**config.mk**
```make
export PLATFORM = sky130hd
export DESIGN_NAME = recip_freq_meter
export DESIGN_NICKNAME = d
export VERILOG_FILES = /design/src/rtl/rfm_pkg.sv /design/src/rtl/rfm_pin_sync.sv /design/src/rtl/rfm_gate_ctl.sv /design/src/rtl/rfm_span_cnt.sv /design/src/rtl/rfm_capture.sv /design/src/rtl/recip_freq_meter.sv
export SDC_FILE = /design/constraint.sdc
export NUM_CORES = 1
export LEC_CHECK = 0
export ABC_CLOCK_PERIOD_IN_PS = 5700
export BUFFER_PORTS_ARGS = -buffer_cell sky130_fd_sc_hd__buf_2
export CAP_MARGIN = 25
export CELL_PAD_IN_SITES_DETAIL_PLACEMENT = 0
export CELL_PAD_IN_SITES_GLOBAL_PLACEMENT = 2
export CORE_ASPECT_RATIO = 2
export CORE_MARGIN = 4
export CORE_UTILIZATION = 37
export DETAILED_ROUTE_END_ITERATION = 8
export GPL_TIMING_DRIVEN = 0
export PLACE_DENSITY_LB_ADDON = 0.1
export SYNTH_ARGS = -nofsm -noshare
export SYNTH_HDL_FRONTEND = slang
export SYNTH_SLANG_ARGS = --single-unit
```
**constraint.sdc**
```tcl
create_clock -name clk -period 5.7 [get_ports clk]
set_input_delay 0.285 -clock clk [delete_from_list [all_inputs] [get_ports clk]]
set_output_delay 0.285 -clock clk [all_outputs]
set_load 0.1 [all_outputs]
```
**src/rtl/rfm_pkg.sv**
```systemverilog
package rfm_pkg;
  typedef enum logic [1:0] {
    GS_IDLE  = 2'd0,
    GS_ARMED = 2'd1,
    GS_OPEN  = 2'd2
  } gate_state_e;
endpackage

```
**src/rtl/rfm_pin_sync.sv**
```systemverilog
// One sampling flop from the asynchronous input, one history flop, rise detect.
module rfm_pin_sync (
  input  logic clk,
  input  logic rst_n,
  input  logic pin_i,
  output logic rise_o
);
  logic samp_q;
  logic hist_q;

  always_ff @(posedge clk) begin
    if (!rst_n) begin
      samp_q <= 1'b0;
      hist_q <= 1'b0;
    end else begin
      samp_q <= pin_i;
      hist_q <= samp_q;
    end
  end

  assign rise_o = samp_q & ~hist_q;
endmodule

```
**src/rtl/rfm_gate_ctl.sv**
```systemverilog
// Gate sequencing: idle, armed, open.
module rfm_gate_ctl
  import rfm_pkg::*;
(
  input  logic clk,
  input  logic rst_n,
  input  logic start_i,
  input  logic rise_i,
  input  logic span_met_i,
  output logic open_evt_o,
  output logic close_evt_o,
  output logic gate_open_o
);
  gate_state_e st_q, st_d;

  assign open_evt_o  = (st_q == GS_ARMED) && rise_i && !start_i;
  assign close_evt_o = (st_q == GS_OPEN) && rise_i && span_met_i && !start_i;
  assign gate_open_o = (st_q == GS_OPEN);

  always_comb begin
    st_d = st_q;
    if (start_i)          st_d = GS_ARMED;
    else if (open_evt_o)  st_d = GS_OPEN;
    else if (close_evt_o) st_d = GS_IDLE;
  end

  always_ff @(posedge clk) begin
    if (!rst_n) st_q <= GS_IDLE;
    else        st_q <= st_d;
  end
endmodule

```
**src/rtl/rfm_span_cnt.sv**
```systemverilog
// Running clock and period counters over the open gate.
module rfm_span_cnt #(
  parameter int CNT_W = 32
) (
  input  logic             clk,
  input  logic             rst_n,
  input  logic             open_i,
  input  logic             gate_i,
  input  logic             rise_i,
  input  logic [CNT_W-1:0] min_gate_i,
  output logic [CNT_W-1:0] clk_run_o,
  output logic [CNT_W-1:0] per_run_o,
  output logic             sat_o,
  output logic             span_met_o
);
  localparam logic [CNT_W-1:0] ALL_ONES = {CNT_W{1'b1}};
  localparam logic [CNT_W-1:0] ONE      = {{(CNT_W-1){1'b0}}, 1'b1};

  function automatic logic [CNT_W-1:0] sat_inc(input logic [CNT_W-1:0] v);
    return (v == ALL_ONES) ? v : v + ONE;
  endfunction

  function automatic logic span_reached(input logic [CNT_W-1:0] elapsed,
                                        input logic [CNT_W-1:0] floor_clks);
    return elapsed >= floor_clks;
  endfunction

  logic [CNT_W-1:0] clk_q, per_q;
  logic             sat_q;

  always_ff @(posedge clk) begin
    if (!rst_n) begin
      clk_q <= '0;
      per_q <= '0;
      sat_q <= 1'b0;
    end else if (open_i) begin
      clk_q <= ONE;
      per_q <= '0;
      sat_q <= 1'b0;
    end else if (gate_i) begin
      clk_q <= sat_inc(clk_q);
      if (clk_q == ALL_ONES) sat_q <= 1'b1;
      if (rise_i) per_q <= sat_inc(per_q);
    end
  end

  assign clk_run_o  = clk_q;
  assign per_run_o  = per_q;
  assign sat_o      = sat_q;
  assign span_met_o = span_reached(clk_q, min_gate_i);
endmodule

```
**src/rtl/rfm_capture.sv**
```systemverilog
// Latches the counts on the closing edge and pulses done.
module rfm_capture #(
  parameter int CNT_W = 32
) (
  input  logic             clk,
  input  logic             rst_n,
  input  logic             close_i,
  input  logic [CNT_W-1:0] clk_run_i,
  input  logic [CNT_W-1:0] per_run_i,
  input  logic             sat_i,
  output logic [CNT_W-1:0] clocks_o,
  output logic [CNT_W-1:0] periods_o,
  output logic             ovf_o,
  output logic             done_o
);
  localparam logic [CNT_W-1:0] ALL_ONES = {CNT_W{1'b1}};
  localparam logic [CNT_W-1:0] ONE      = {{(CNT_W-1){1'b0}}, 1'b1};

  // the closing edge ends one more period than the running count holds
  function automatic logic [CNT_W-1:0] closing_periods(input logic [CNT_W-1:0] v);
    return (v == ALL_ONES) ? v : v + ONE;
  endfunction

  always_ff @(posedge clk) begin
    if (!rst_n) begin
      clocks_o  <= '0;
      periods_o <= '0;
      ovf_o     <= 1'b0;
      done_o    <= 1'b0;
    end else begin
      done_o <= close_i;
      if (close_i) begin
        clocks_o  <= clk_run_i;
        periods_o <= closing_periods(per_run_i);
        ovf_o     <= sat_i;
      end
    end
  end
endmodule

```
**src/rtl/recip_freq_meter.sv**
```systemverilog
module recip_freq_meter #(
  parameter int CNT_W = 32
) (
  input  logic             clk,
  input  logic             rst_n,
  input  logic             pin_i,
  input  logic [CNT_W-1:0] min_gate_clks,
  input  logic             start_i,
  output logic [CNT_W-1:0] period_cnt_o,
  output logic [CNT_W-1:0] clock_cnt_o,
  output logic             span_ovf_o,
  output logic             meas_done_o
);
  logic             rise_w;
  logic             open_evt_w;
  logic             close_evt_w;
  logic             gate_open_w;
  logic             span_met_w;
  logic             sat_w;
  logic [CNT_W-1:0] clk_run_w;
  logic [CNT_W-1:0] per_run_w;

  rfm_pin_sync u_sync (
    .clk(clk), .rst_n(rst_n), .pin_i(pin_i), .rise_o(rise_w)
  );

  rfm_gate_ctl u_gate (
    .clk(clk), .rst_n(rst_n), .start_i(start_i), .rise_i(rise_w),
    .span_met_i(span_met_w), .open_evt_o(open_evt_w),
    .close_evt_o(close_evt_w), .gate_open_o(gate_open_w)
  );

  rfm_span_cnt #(.CNT_W(CNT_W)) u_cnt (
    .clk(clk), .rst_n(rst_n), .open_i(open_evt_w), .gate_i(gate_open_w),
    .rise_i(rise_w), .min_gate_i(min_gate_clks), .clk_run_o(clk_run_w),
    .per_run_o(per_run_w), .sat_o(sat_w), .span_met_o(span_met_w)
  );

  rfm_capture #(.CNT_W(CNT_W)) u_cap (
    .clk(clk), .rst_n(rst_n), .close_i(close_evt_w), .clk_run_i(clk_run_w),
    .per_run_i(per_run_w), .sat_i(sat_w), .clocks_o(clock_cnt_o),
    .periods_o(period_cnt_o), .ovf_o(span_ovf_o), .done_o(meas_done_o)
  );
endmodule

```
Word level (Yosys, flattened, before mapping)
Index checks and enable logic that the tools add are counted.

word-level totals
  bits in registers = 135
  bits of input ports = 36
  output and inout port bits = 66
  word-level logic and storage cells = 46

operators by class
  $add $sub $neg = 2
  order comparisons = 1
  equal/unequal tests = 5
  multiplexer cells = 7
  bitwise operators = 4
  reductions and logical operators = 15

operators with widths
  kind                                                              count
  32-bit by 1-bit adder with 32-bit output (second input constant)  2
  32-bit == test (second input constant)                            2
  32-bit greater-or-equal comparator                                1
  32-bit 2-to-1 mux                                                 1
  2-bit AND reduction                                               4
  1-bit logical AND                                                 5
  1-bit 2-to-1 mux                                                  4
  2-bit 2-to-1 mux                                                  2
  2-bit nonzero test                                                2
  2-bit OR reduction                                                2
  1-bit NOT                                                         3
  3-bit nonzero test                                                1
  2-bit by 1-bit == test with 1-bit output (second input constant)  1
  2-bit == test (second input constant)                             1
  2-bit != test (second input constant)                             1
  1-bit AND                                                         1
  1-bit zero test                                                   1

Longest topological paths before layout
  depth after elaboration = 8
  gate-level depth with buffers = 10
  mapped depth without buffers = 8

Modules after synthesis
A second synthesis with hierarchy kept.

unflattened totals
  cell total of the unflattened synthesis = 863
  area, all modules = 7325.8 sq um

by module, submodules not included
  module        times used  cells each  area each (sq um)  seq. area each (sq um)
  rfm_span_cnt  1           506         4070.2             1301.2
  rfm_capture   1           341         3071.7             1321.3
  rfm_gate_ctl  1           11          117.6              40.0
  rfm_pin_sync  1           5           66.3               40.0

Worst setup path after synthesis
Ideal clock, no wire load.

  path kind = flip-flop to flip-flop
  start point = register u_cnt.clk_q[0], in the netlist u_cnt.clk_run_o[0]
  end point = register u_cap.clocks_o[0]
  library setup time = 0.072 ns
  data arrival time = 2.388 ns
  required time = 5.628 ns
  path slack = 3.240 ns
  cell stages (with the launch flop) = 11
  buffers on the path = 2
  period minus slack after synthesis = 2.460 ns
  cell sequence = dfxtp_1 -> inv_1 -> ha_1 -> nand2b_1 -> a2111oi_0 -> or4_1 -> a31oi_1 -> o31a_1 -> buf_2 -> buf_2 -> mux2i_1

between the ends
  longest elaborated chain between the ends = 3

ends and longest elaborated chain
  element                             line                RTL
  from (decl)                         rfm_span_cnt.sv:28  logic [CNT_W-1:0] clk_q, per_q;
  from (signal assigned)              rfm_span_cnt.sv:41  clk_q <= sat_inc(clk_q);
  32-bit greater-or-equal comparator  rfm_span_cnt.sv:25  return elapsed >= floor_clks;
  1-bit logical AND (2 in series)     rfm_gate_ctl.sv:17  assign close_evt_o = (st_q == GS_OPEN) && rise_i && span_met_i && !start_i;
  to (signal assigned)                rfm_capture.sv:33   clocks_o <= clk_run_i;
  to (decl)                           rfm_capture.sv:11   output logic [CNT_W-1:0] clocks_o,

Several ways; a longest one is shown, not always the timed one.
A chain may end at the register's enable or synchronous reset.

Final worst setup path
  start point = register u_cnt.clk_q[29], in the netlist u_cnt.clk_run_o[29]
  end point = register u_cap.clocks_o[1]

between the ends
  longest elaborated chain between the ends = 3

ends and longest elaborated chain
  element                             line
  32-bit greater-or-equal comparator  rfm_span_cnt.sv:25
  1-bit logical AND (2 in series)     rfm_gate_ctl.sv:17

No other way between the ends.

==> flow_metrics.tcl <==
set metrics [dict create \
    hp-class "input pin to flop" \
    synth_top_area_share 0.371 \
    core_area_mm2 0.0194 \
    grtUsageTotal 0.202 \
    drcViolationCount 0 \
    critPathSlowestCell "nor4_1" \
    clock_skew_ps 12.3 \
    clk_latency_ps 430 \
    slowest_delay_ps 630 \
    htreeDepth 4 \
    drv_cap 0 \
    cp_common_cell "buf_2" \
    min_period_ps 3370 \
    fill_cells 2014 \
    tightest_slew_ps 1060 \
    rows 72 \
    yosys.area.top_type "dfxtp_1" \
    fmax_ghz 0.297 \
    cts_inserted_buffers 17 \
    portBuffers 100 \
    grt_pass1_vias 6502 \
    dr.pass1.iters 4 \
    maxSlewViolCount 0 \
    syn_nets 949 \
    status "completed" \
    utilization 0.453 \
    ant_nets 0 \
    synth.area.top_cells "dfxtp_1 (37%), mux2i_1 (9.1%), nand2_1 (8.0%)" \
    cts-hold-fix-buffers 0 \
    grt_max_degree 17 \
    critPathKind "flop to flop" \
    ys.warnings.count 0 \
    syn_to_final_growth_pct 20.3 \
    crit_chain "ha_1, nand4_1, nor4_1, o21ai_0, a31oi_1, o31a_1, buf_2, buf_2, mux2i_1" \
    post_cts_buffers 0 \
    drive_gt1_frac 0.159 \
    die_width_um 107 \
    synth_area_mm2 0.00729 \
    io_pins 102 \
    cts_root_buf "clkbuf_16" \
    setup_tns_ps 0 \
    rsz0062_at_grt "no" \
    vias 6342 \
    fin_nets 1068 \
    syn_area_per_cell_um2 8.29 \
    viasPerCell 5.00 \
    synth_edf_count 0 \
    wl_per_cell_um 17.1 \
    required_ps 6050 \
    synthCells 879 \
    synth-async-reset-ratio 0 \
    cts_buffer_depth 2 \
    placed_area_mm2 0.00811 \
    cts_sinks 135 \
    relSlewSlack 0.290 \
    drtIter0Drc 120 \
    ys_ff_latch 135 \
    cp-end-kind "flop" \
    ys_seq_area_frac 0.371 \
    critPathMaxFanout 10 \
    antennaDiodeCount 0 \
    stdcell_area_mm2 0.00876 \
    hpwl_mm 16.7 \
    fin_crit_sh 0.591 \
    overflow 0 \
    dieHeight_um 206 \
    hold_viol_final 0 \
    ys_types 57 \
    power_density_mw_per_mm2 257 \
    initial_core_util 0.376 \
    clk_pin_slew_worst_paths_ps 60 \
    synthTopCellsByCount "nand2_1 (155), dfxtp_1 (135), nor2_1 (67), mux2i_1 (66), xnor2_1 (46)" \
    cts-resized-gates 0 \
    irDropWorstVdd_v 0.000180 \
    die_area_mm2 0.0221 \
    startpoint_type "flop" \
    cts_tree "built" \
    grt_pass1_wl_mm 34.2 \
    antenna_found_initial 0 \
    p_leak_nw 3.60 \
    setup_violations 0 \
    routed_wl_mm 21.7 \
    worstPathArrival_ps 3720 \
    fin_hold_ws_ps 97.1 \
    synth-main-ff-cell "dfxtp_1" \
    finalPower_mw 2.25 \
    globalplace.congestion 0.795 \
    synth.most_common_cell "nand2_1" \
]
## registers in the layout, summed over array words and instances, names as in the netlist
name,flops
u_cap.clocks_o,32
u_cap.periods_o,32
u_cnt.clk_run_o,32
u_cnt.per_run_o,32
u_gate.st_q,2
u_cap.done_o,1
u_cap.ovf_o,1
u_cnt.sat_o,1
u_sync.hist_q,1
u_sync.samp_q,1
## metal layers
layer,up-vias,global-route usage,part of all wire
met5,-,0,0
met4,0,0.0791,0.023
met3,32,0.0325,0.023
met2,103,0.416,0.59
met1,2940,0.190,0.36
li1,3267,-,-
## worst max-delay path, delay by kind of cell, from the launching register on
kind / cells / cell delay [ps]
buf+inv: 2 / 590
fa+ha+maj: 1 / 320
mux: 1 / 220
simple gates: 2 / 800
compound gates: 3 / 970
flops: 1 / 380
## worst paths after layout
kind,from,depth (start not counted),slack [ps],end
max,u_cnt.clk_run_o[29]$_SDFFE_PP0P_,9,2330,u_cap.clocks_o[1]$_SDFFE_PN0P_
min,pin_i,2,100,u_sync.samp_q$_SDFF_PN0_
max reg2reg,u_cnt.clk_run_o[29]$_SDFFE_PP0P_,9,2330,u_cap.clocks_o[1]$_SDFFE_PN0P_
min reg2reg,u_cap.clocks_o[11]$_SDFFE_PN0P_,2,450,u_cap.clocks_o[11]$_SDFFE_PN0P_
## cells by family (layout without fill, tap and decap cells)
logic type / after synthesis / in the layout / synth area share
AO/OA/AOI/OAI: 104 / 104 / 0.0943
flip-flops: 135 / 135 / 0.371
buffers and inverters: 91 / 222 / 0.0510
adder cells (fa/ha/maj): 34 / 34 / 0.0584
AND/OR/NAND/NOR: 378 / 378 / 0.249
XOR/XNOR: 70 / 70 / 0.0841
multiplexers: 67 / 67 / 0.0922
## report_power, final
group          total (mW)  internal [mW]  switching (mW)  leakage [nW]
logic              0.0697         0.0217          0.0480          2.20
registers           0.947          0.945         0.00137          1.09
clock network        1.24          0.797           0.438         0.319
total                2.25           1.76           0.487          3.60
## cell usage in the layout (no fill, tap or decap), drive strengths merged, types with 7 or more instances in the layout
| cell | Yosys | layout |
|---|---|---|
| nor3 | 29 | 29 |
| a21oi | 34 | 34 |
| xor2 | 24 | 24 |
| and2 | 8 | 8 |
| clkbuf | 34 | 53 |
| nand2 | 155 | 155 |
| or3 | 10 | 10 |
| inv | 38 | 39 |
| nand4 | 26 | 26 |
| nor2 | 67 | 67 |
| and4 | 10 | 10 |
| buf | 19 | 119 |
| o21ai | 25 | 25 |
| ha | 34 | 34 |
| dfxtp | 135 | 135 |
| a31oi | 7 | 7 |
| nor4 | 12 | 12 |
| and3 | 12 | 12 |
| a211oi | 8 | 8 |
| o21a | 9 | 9 |
| nand3 | 26 | 26 |
| mux2i | 66 | 66 |
| xnor2 | 46 | 46 |
## stage by stage
stage	instances	setup slack, ps
3_5_place_dp	1238	2060
2_1_floorplan	879	3240
5_1_grt	1269	2070
4_1_cts	1269	2070
3_3_place_gp	1238	2060
6_report	1269	2330
## cell type report
type / instances / area, um2 / area share
clock inverter: 12 / 199 / 0.0227
inverter: 38 / 143 / 0.0163
clock buffer: 19 / 453 / 0.0517
tap: 259 / 324 / 0.0370
timing repair buffer: 100 / 500 / 0.0571
multi-input combinational: 653 / 4210 / 0.481
buffer: 53 / 229 / 0.0261
sequential: 135 / 2700 / 0.308
Note: power is estimated with default switching activity, not from simulation.
